[config.mk]
export PLATFORM = sky130hd
export DESIGN_NAME = signed_cmp_top
export DESIGN_NICKNAME = d
export VERILOG_FILES = /design/src/rtl/cmp_pkg.sv /design/src/rtl/cmp_gp.sv /design/src/rtl/cmp_lookahead.sv /design/src/rtl/cmp_flags.sv /design/src/rtl/signed_cmp_top.sv
export SDC_FILE = /design/constraint.sdc
export NUM_CORES = 1
export LEC_CHECK = 0
export BUFFER_PORTS_ARGS = -buffer_cell sky130_fd_sc_hd__buf_2
export CORE_AREA = 3 3 40 42
export DETAILED_ROUTE_END_ITERATION = 10
export DIE_AREA = 0 0 43 45
export SYNTH_ARGS = -nofsm -noshare
export SYNTH_HDL_FRONTEND = slang
export SYNTH_SLANG_ARGS = --single-unit
[constraint.sdc]
create_clock -name vclk -period 2.03
set_clock_uncertainty 0.05 [all_clocks]
set_input_delay 0.1015 -clock vclk [all_inputs]
set_output_delay 0.1015 -clock vclk [all_outputs]
set_load 0.02 [all_outputs]
[src/rtl/cmp_pkg.sv]
package cmp_pkg;

    typedef struct packed {
        logic c;
        logic n;
        logic z;
        logic v;
    } cond_codes_t;

    typedef struct packed {
        logic eq;
        logic lt;
        logic le;
        logic ge;
        logic gt;
    } relations_t;

    // Signed relations taken from the condition codes only
    function automatic relations_t relate_from_codes(cond_codes_t cc);
        relations_t r;
        r.eq = cc.z;
        r.lt = cc.n ^ cc.v;
        r.le = r.lt | r.eq;
        r.ge = ~r.lt;
        r.gt = ~r.le;
        return r;
    endfunction

endpackage

[src/rtl/cmp_gp.sv]
module cmp_gp #(
    parameter int WIDTH = 4
) (
    input  logic [WIDTH-1:0] a_op,
    input  logic [WIDTH-1:0] b_op,
    output logic [WIDTH-1:0] gen,
    output logic [WIDTH-1:0] prop
);
    // Subtrahend enters inverted; carry-in of one completes the negation
    logic [WIDTH-1:0] b_inv;
    assign b_inv = ~b_op;

    for (genvar i = 0; i < WIDTH; i++) begin : g_bit
        assign gen[i]  = a_op[i] & b_inv[i];
        assign prop[i] = a_op[i] ^ b_inv[i];
    end
endmodule

[src/rtl/cmp_lookahead.sv]
module cmp_lookahead #(
    parameter int WIDTH = 4
) (
    input  logic [WIDTH-1:0] gen,
    input  logic [WIDTH-1:0] prop,
    input  logic             carry_in,
    output logic [WIDTH:0]   carry
);
    assign carry[0] = carry_in;

    // Each carry is an independent sum of products: no rippling
    for (genvar i = 0; i < WIDTH; i++) begin : g_carry
        logic c_next;
        always_comb begin : la_terms
            logic acc;
            logic term;
            acc = carry_in;
            for (int k = 0; k <= i; k++) acc = acc & prop[k];
            for (int j = 0; j <= i; j++) begin
                term = gen[j];
                for (int k = j + 1; k <= i; k++) term = term & prop[k];
                acc = acc | term;
            end
            c_next = acc;
        end
        assign carry[i+1] = c_next;
    end
endmodule

[src/rtl/cmp_flags.sv]
module cmp_flags
    import cmp_pkg::*;
#(
    parameter int WIDTH = 4
) (
    input  logic [WIDTH-1:0] prop,
    input  logic [WIDTH:0]   carry,
    output logic [WIDTH-1:0] diff,
    output cond_codes_t      codes
);
    localparam int MSB = WIDTH - 1;

    for (genvar i = 0; i < WIDTH; i++) begin : g_sum
        assign diff[i] = prop[i] ^ carry[i];
    end

    always_comb begin
        codes.c = carry[WIDTH];
        codes.n = diff[MSB];
        codes.z = ~|diff;
        codes.v = carry[WIDTH] ^ carry[MSB];
    end
endmodule

[src/rtl/signed_cmp_top.sv]
module signed_cmp_top
    import cmp_pkg::*;
#(
    parameter int WIDTH = 4
) (
    input  logic [WIDTH-1:0] x_in,
    input  logic [WIDTH-1:0] y_in,
    output logic             x_eq_y,
    output logic             x_lt_y,
    output logic             x_le_y,
    output logic             x_ge_y,
    output logic             x_gt_y,
    output logic             flag_c,
    output logic             flag_n,
    output logic             flag_z,
    output logic             flag_v
);
    logic [WIDTH-1:0] gen_w;
    logic [WIDTH-1:0] prop_w;
    logic [WIDTH:0]   carry_w;
    logic [WIDTH-1:0] diff_w;
    cond_codes_t      codes_w;
    relations_t       rel_w;

    cmp_gp #(.WIDTH(WIDTH)) u_gp (
        .a_op (x_in),
        .b_op (y_in),
        .gen  (gen_w),
        .prop (prop_w)
    );

    cmp_lookahead #(.WIDTH(WIDTH)) u_la (
        .gen      (gen_w),
        .prop     (prop_w),
        .carry_in (1'b1),
        .carry    (carry_w)
    );

    cmp_flags #(.WIDTH(WIDTH)) u_flags (
        .prop  (prop_w),
        .carry (carry_w),
        .diff  (diff_w),
        .codes (codes_w)
    );

    assign rel_w  = relate_from_codes(codes_w);

    assign x_eq_y = rel_w.eq;
    assign x_lt_y = rel_w.lt;
    assign x_le_y = rel_w.le;
    assign x_ge_y = rel_w.ge;
    assign x_gt_y = rel_w.gt;
    assign flag_c = codes_w.c;
    assign flag_n = codes_w.n;
    assign flag_z = codes_w.z;
    assign flag_v = codes_w.v;
endmodule

==> flow_summary.ini, run 1 <==
[outcome]
status = finished, final reports clean

[layout]
utilization_pct = 27.17
post_route_cells_drive_above_1_share_pct = 48.98
antenna_cells_inserted = 0
post_layout_nonfiller_instances = 64
finish.instance_area_um2 = 349.1
synthesis_to_layout_area_growth_pct = 32.23
final-seq-area_um2 = 0
n_clock_buffer = 0
nNetsFinal = 64
seq_cells = 0

[worst_hold_path]
kind_of_path_behind_the_tightest_hold_check = input pin to output port

[yosys]
cell_types_occupying_the_most_area_after_synthesis = sky130_fd_sc_hd__ha_1, sky130_fd_sc_hd__mux2_2, sky130_fd_sc_hd__nand3_2
synth.top_cells.by_count = sky130_fd_sc_hd__ha_1, sky130_fd_sc_hd__inv_1, sky130_fd_sc_hd__nor2_1
ys_warnings = 0
yosysSeqAreaShare_pct = 0
synth_cell_types = 20
synthesis.area_um2 = 264.0
synth_top_area_share_pct = 23.70
post_synth_inst_count = 34
synthesis.nets = 47
postSynthAreaPerCell_um2 = 7.765
synth.largest_area_cell = sky130_fd_sc_hd__ha_1

[routing]
ant_nets = 0
vias = 274
detailedRoute.firstPassIterationCount = 2
post_drt_wl_per_cell_um = 8.266
routed_wirelength_um = 529
avgViaCountPerCell = 4.281
drtIter0Drc = 3
drc = 0

[grt]
grt_pass1_wl_um = 890
via_count_of_the_first_global_routing_pass = 217
grt_remaining_overflow = 0
grt.total_usage_pct = 5.390
grt_max_degree = 8
antenna_violations_before_repair = 0

[timing]
setup_viol_count_final = 0
tightestPinTransition_ns = 0.2881
setup_tns_ns = 0
worst_slew_margin_relative_to_its_limit_pct = 80.79
timing.final.crit_period_ns = 1.874
timing.final.crit_share_pct = 92.33
report.final.hold_viol_count = 0
rsz_0062_raised_after_global_routing = no
max_freq_mhz = 533.5
maxSlewViolCount = 0
finalWorstSetupSlack_ns = 0.1557

[floorplan]
floorplan.rows = 13
chipWidth_um = 43
initial_utilization_pct = 20.55
dieHeight_um = 45
ioPinCount = 17
die_area_um2 = 1935
floorplan.core_area_um2 = 1285

[critical_path]
timing.critical_path.fanout_max = 5
worstSetupPathType = input pin to output port
worst_setup_path_end_kind = output port
crit_arrival_ns = 1.72
crit_required_ns = 1.88
startpoint_type = input pin

[clock_tree]
postCtsHoldBufs = 0
cts_setup_buffers = 0
cts_resized = 0

[power_and_ir_drop]
power.internal_uw = 54.74
share_seq_of_total_power_pct = 0
leakagePower_nw = 0.2059
sw_frac_of_total_pct = 59.80
power.share.combinational_pct = 100.0
max-vdd-ir-drop_uv = 176.1
power.net_switching_uw = 81.43
cellPowerDensity_nw_per_um2 = 390.1
power.share.clock_pct = 0

[place]
gp_congestion = 0.6335
detailedPlace.worstSlack_ns = 0.1536
dpl_cell_area_um2 = 349.1
dpl.hpwl_um = 461.6
total_of_buffers_placed_on_input_and_output_ports = 17
number_of_placed_instances_with_taps_included = 64

[job]
cap_viol_max_count = 0
-- worst max-delay path, cell delays in order --
cell and delay, ns:
sky130_fd_sc_hd__buf_2 0.10, sky130_fd_sc_hd__ha_1 0.34, sky130_fd_sc_hd__or4b_1 0.55, sky130_fd_sc_hd__nand3_2 0.11, sky130_fd_sc_hd__nand4_1 0.13, sky130_fd_sc_hd__a32o_2 0.24
sky130_fd_sc_hd__buf_2 0.16
-- power groups by stage --
| stage | clock network (mW) | logic (mW) | registers [mW] |
|---|---|---|---|
| global placement | 0 | 0.136 | 0 |
| detailed placement | 0 | 0.137 | 0 |
| floorplan | 0 | 0.104 | 0 |
| finish | 0 | 0.136 | 0 |
| global route | 0 | 0.151 | 0 |
| CTS | 0 | 0.138 | 0 |
-- path summary, 6_finish.rpt --
kind  startpoint  endpoint  cells after the start
max      x_in[2]    x_gt_y                      7
min      x_in[3]    x_ge_y                      4
-- metal layers --
metal	wire (um)	part of all wire, %	track usage, %
met1	258	49	9.286
met5	0	0	0
met4	0	0	0
met3	58	11	0
met2	211	40	7.784
-- cells by family (layout without fill, tap and decap cells) --
logic type / Yosys count / after routing / share of synthesized area, %
simple gates: 13 / 13 / 30.81
buf+inv: 7 / 22 / 14.22
fa+ha+maj: 5 / 5 / 23.70
compound gates: 5 / 5 / 15.64
mux: 3 / 3 / 12.32
xor+xnor: 1 / 1 / 3.318
-- area by class of cell --
type,count,area [um2]
Inverter,5,18.77
Tap cell,15,18.77
Timing Repair Buffer,17,85.08
Multi-Input combinational cell,27,226.5
Fill cell,149,935.9
-- cells in the final DEF (no fill, tap or decap), drive strengths merged --
cell type / instances
nand4b: 1
mux2: 2
buf: 17
nand3: 2
inv: 5
nor2: 4
o21ai: 1
a21o: 1
or2: 1
xor2: 1
a21oi: 1
nand3b: 1
or4b: 1
a32oi: 1
nand4: 1
a32o: 1
nand2: 2
ha: 5
mux2i: 1
-- stage by stage --
step / power, mW / hold slack [ns]
2_1_floorplan: 0.1039 / 0.5418
3_3_place_gp: 0.1355 / 0.7206
3_5_place_dp: 0.1372 / 0.7326
4_1_cts: 0.1380 / 0.7330
5_1_grt: 0.1510 / 0.7780
6_report: 0.1362 / 0.7234
(Power assumes the default switching activity.)
==> inputs of run 2 (changes only) <==
--- a/config.mk
+++ b/config.mk
@@ -9,6 +9,9 @@
 export CORE_AREA = 3 3 40 42
 export DETAILED_ROUTE_END_ITERATION = 10
 export DIE_AREA = 0 0 43 45
+export GPL_TIMING_DRIVEN = 0
+export REMOVE_ABC_BUFFERS = 1
 export SYNTH_ARGS = -nofsm -noshare
 export SYNTH_HDL_FRONTEND = slang
+export SYNTH_HIERARCHICAL = 1
 export SYNTH_SLANG_ARGS = --single-unit
==> run 2 against run 1 <==
Compared with the run above: design area rose by 5.4%; die area did not move; setup slack worse by 0.11 ns; wire length is 12% lower; area after synthesis is 5.7% lower; largest cell class unchanged; non-clock buffer count is 3 higher; via count down 19%; maximum frequency decreased by 5.5%; final cell count is 6.3% lower.
==> flow_summary.ini, run 2 <==
[critical_path]
worst_setup_path_end_kind = output port
worstSetupPathType = input pin to output port
cp-startpoint = y_in[0]
crit_arrival_ns = 1.83
crit_required_ns = 1.88
timing.critical_path.fanout_max = 3
startpoint_type = input pin
crit_end = x_gt_y

[floorplan]
ioPinCount = 17
floorplan.rows = 13
die_area_um2 = 1935
chipWidth_um = 43
floorplan.core_area_um2 = 1285
dieHeight_um = 45
initial_utilization_pct = 19.38

[timing]
whs_ns = 0.7845
max_freq_mhz = 504.1
rsz_0062_raised_after_global_routing = yes
setup_tns_ns = 0
report.final.hold_viol_count = 0
maxSlewViolCount = 0
timing.final.crit_period_ns = 1.984
setup_viol_count_final = 0
timing.final.crit_share_pct = 97.72

[power_and_ir_drop]
share_seq_of_total_power_pct = 0
power.internal_uw = 110.1
power.share.clock_pct = 0
power.net_switching_uw = 149.4
finalPower_uw = 259.5
cellPowerDensity_nw_per_um2 = 705.4
power.share.combinational_pct = 100.0
sw_frac_of_total_pct = 57.57
max-vdd-ir-drop_uv = 178.0
leakagePower_nw = 0.2244

[worst_hold_path]
number_of_cells_traversed_by_the_worst_hold_path = 5
kind_of_path_behind_the_tightest_hold_check = input pin to output port

[routing]
drtIter0Drc = 0
post_drt_wl_per_cell_um = 7.800
vias = 221
routed_wirelength_um = 468
detailedRoute.firstPassIterationCount = 1
drc = 0
ant_nets = 0
avgViaCountPerCell = 3.683

[layout]
seq_cells = 0
mostFrequentLayoutCell = sky130_fd_sc_hd__buf_2
n_clock_buffer = 0
antenna_cells_inserted = 0
nNetsFinal = 59
n_fill_cell = 156
synthesis_to_layout_area_growth_pct = 47.74
layout.cells.most_common_list = sky130_fd_sc_hd__buf_2, sky130_fd_sc_hd__buf_4, sky130_fd_sc_hd__inv_1, sky130_fd_sc_hd__a21o_1
post_layout_nonfiller_instances = 60
final-seq-area_um2 = 0
post_route_cells_drive_above_1_share_pct = 60.00

[job]
cap_viol_max_count = 0

[grt]
grt.total_usage_pct = 4.232
grt_max_degree = 4
antenna_violations_before_repair = 0
grt_remaining_overflow = 0
grt_pass1_wl_um = 683
via_count_of_the_first_global_routing_pass = 189

[yosys]
ys_warnings = 6
post_synth_inst_count = 31
postSynthAreaPerCell_um2 = 8.032
synthesis.area_um2 = 249.0

[place]
gp_congestion = 0.6631
total_of_buffers_placed_on_input_and_output_ports = 17
dpl.hpwl_um = 383.1
number_of_placed_instances_with_taps_included = 57

[outcome]
status = finished, final reports clean
-- run 2: power by group through the flow --
stage                     Sequential (mW)  Combinational (mW)  Clock [mW]
after floorplan                         0               0.155           0
after global placement                  0               0.216           0
after detailed placement                0               0.218           0
after CTS                               0               0.234           0
after global routing                    0               0.281           0
final                                   0               0.259           0
-- run 2: what timing repair did --
| action | CTS | global route |
|---|---|---|
| endpoints found under the setup margin | 2 | 4 |
| gates resized for setup | 1 | 4 |
| endpoints found under the hold margin | 0 | 0 |
| buffers inserted | 3 | 0 |
| pin swaps | 4 | 2 |
| hold buffers | 0 | 0 |
-- run 2: metal layers --
metal  global-route usage, %  wire (um)  up-vias
met5                       0          0        -
met2                   7.784        252       12
met1                   5.489        148       92
met4                       0          0        0
li1                        -          -      117
met3                  0.7968         67        0
-- run 2: critical path, stage by stage --
cell and delay (ns):
sky130_fd_sc_hd__buf_2 0.09, sky130_fd_sc_hd__inv_1 0.08, sky130_fd_sc_hd__ha_4 0.20, sky130_fd_sc_hd__a21o_1 0.17, sky130_fd_sc_hd__a21o_1 0.21, sky130_fd_sc_hd__a31o_1 0.26, sky130_fd_sc_hd__xor2_2 0.30, sky130_fd_sc_hd__xnor2_4 0.17
sky130_fd_sc_hd__inv_2 0.05, sky130_fd_sc_hd__nor2_2 0.07, sky130_fd_sc_hd__buf_4 0.14
-- run 2: final cells by class --
class                           instances  area [um2]  area share, %
Multi-Input combinational cell         20       220.2          59.86
Timing Repair Buffer                   20       110.1          29.93
Inverter                                5       18.77          5.102
Tap cell                               15       18.77          5.102
-- run 2: worst min path at each step --
stage            start  endpoint
2_1_floorplan  x_in[3]    flag_n
3_3_place_gp   x_in[3]    flag_n
3_5_place_dp   x_in[3]    flag_n
4_1_cts        x_in[3]    flag_c
5_1_grt        x_in[3]    flag_c
6_report       x_in[3]    flag_c
-- run 2: through the flow --
stage	util [%]	instance area, um2	worst slack, ns
6_report	28.63	367.9	0.04634
2_1_floorplan	-	200.2	-0.5626
5_1_grt	28.63	367.9	-0.04586
3_3_place_gp	23.66	304.0	-0.04024
3_5_place_dp	23.66	304.0	-0.06316
4_1_cts	26.00	334.1	0.008301
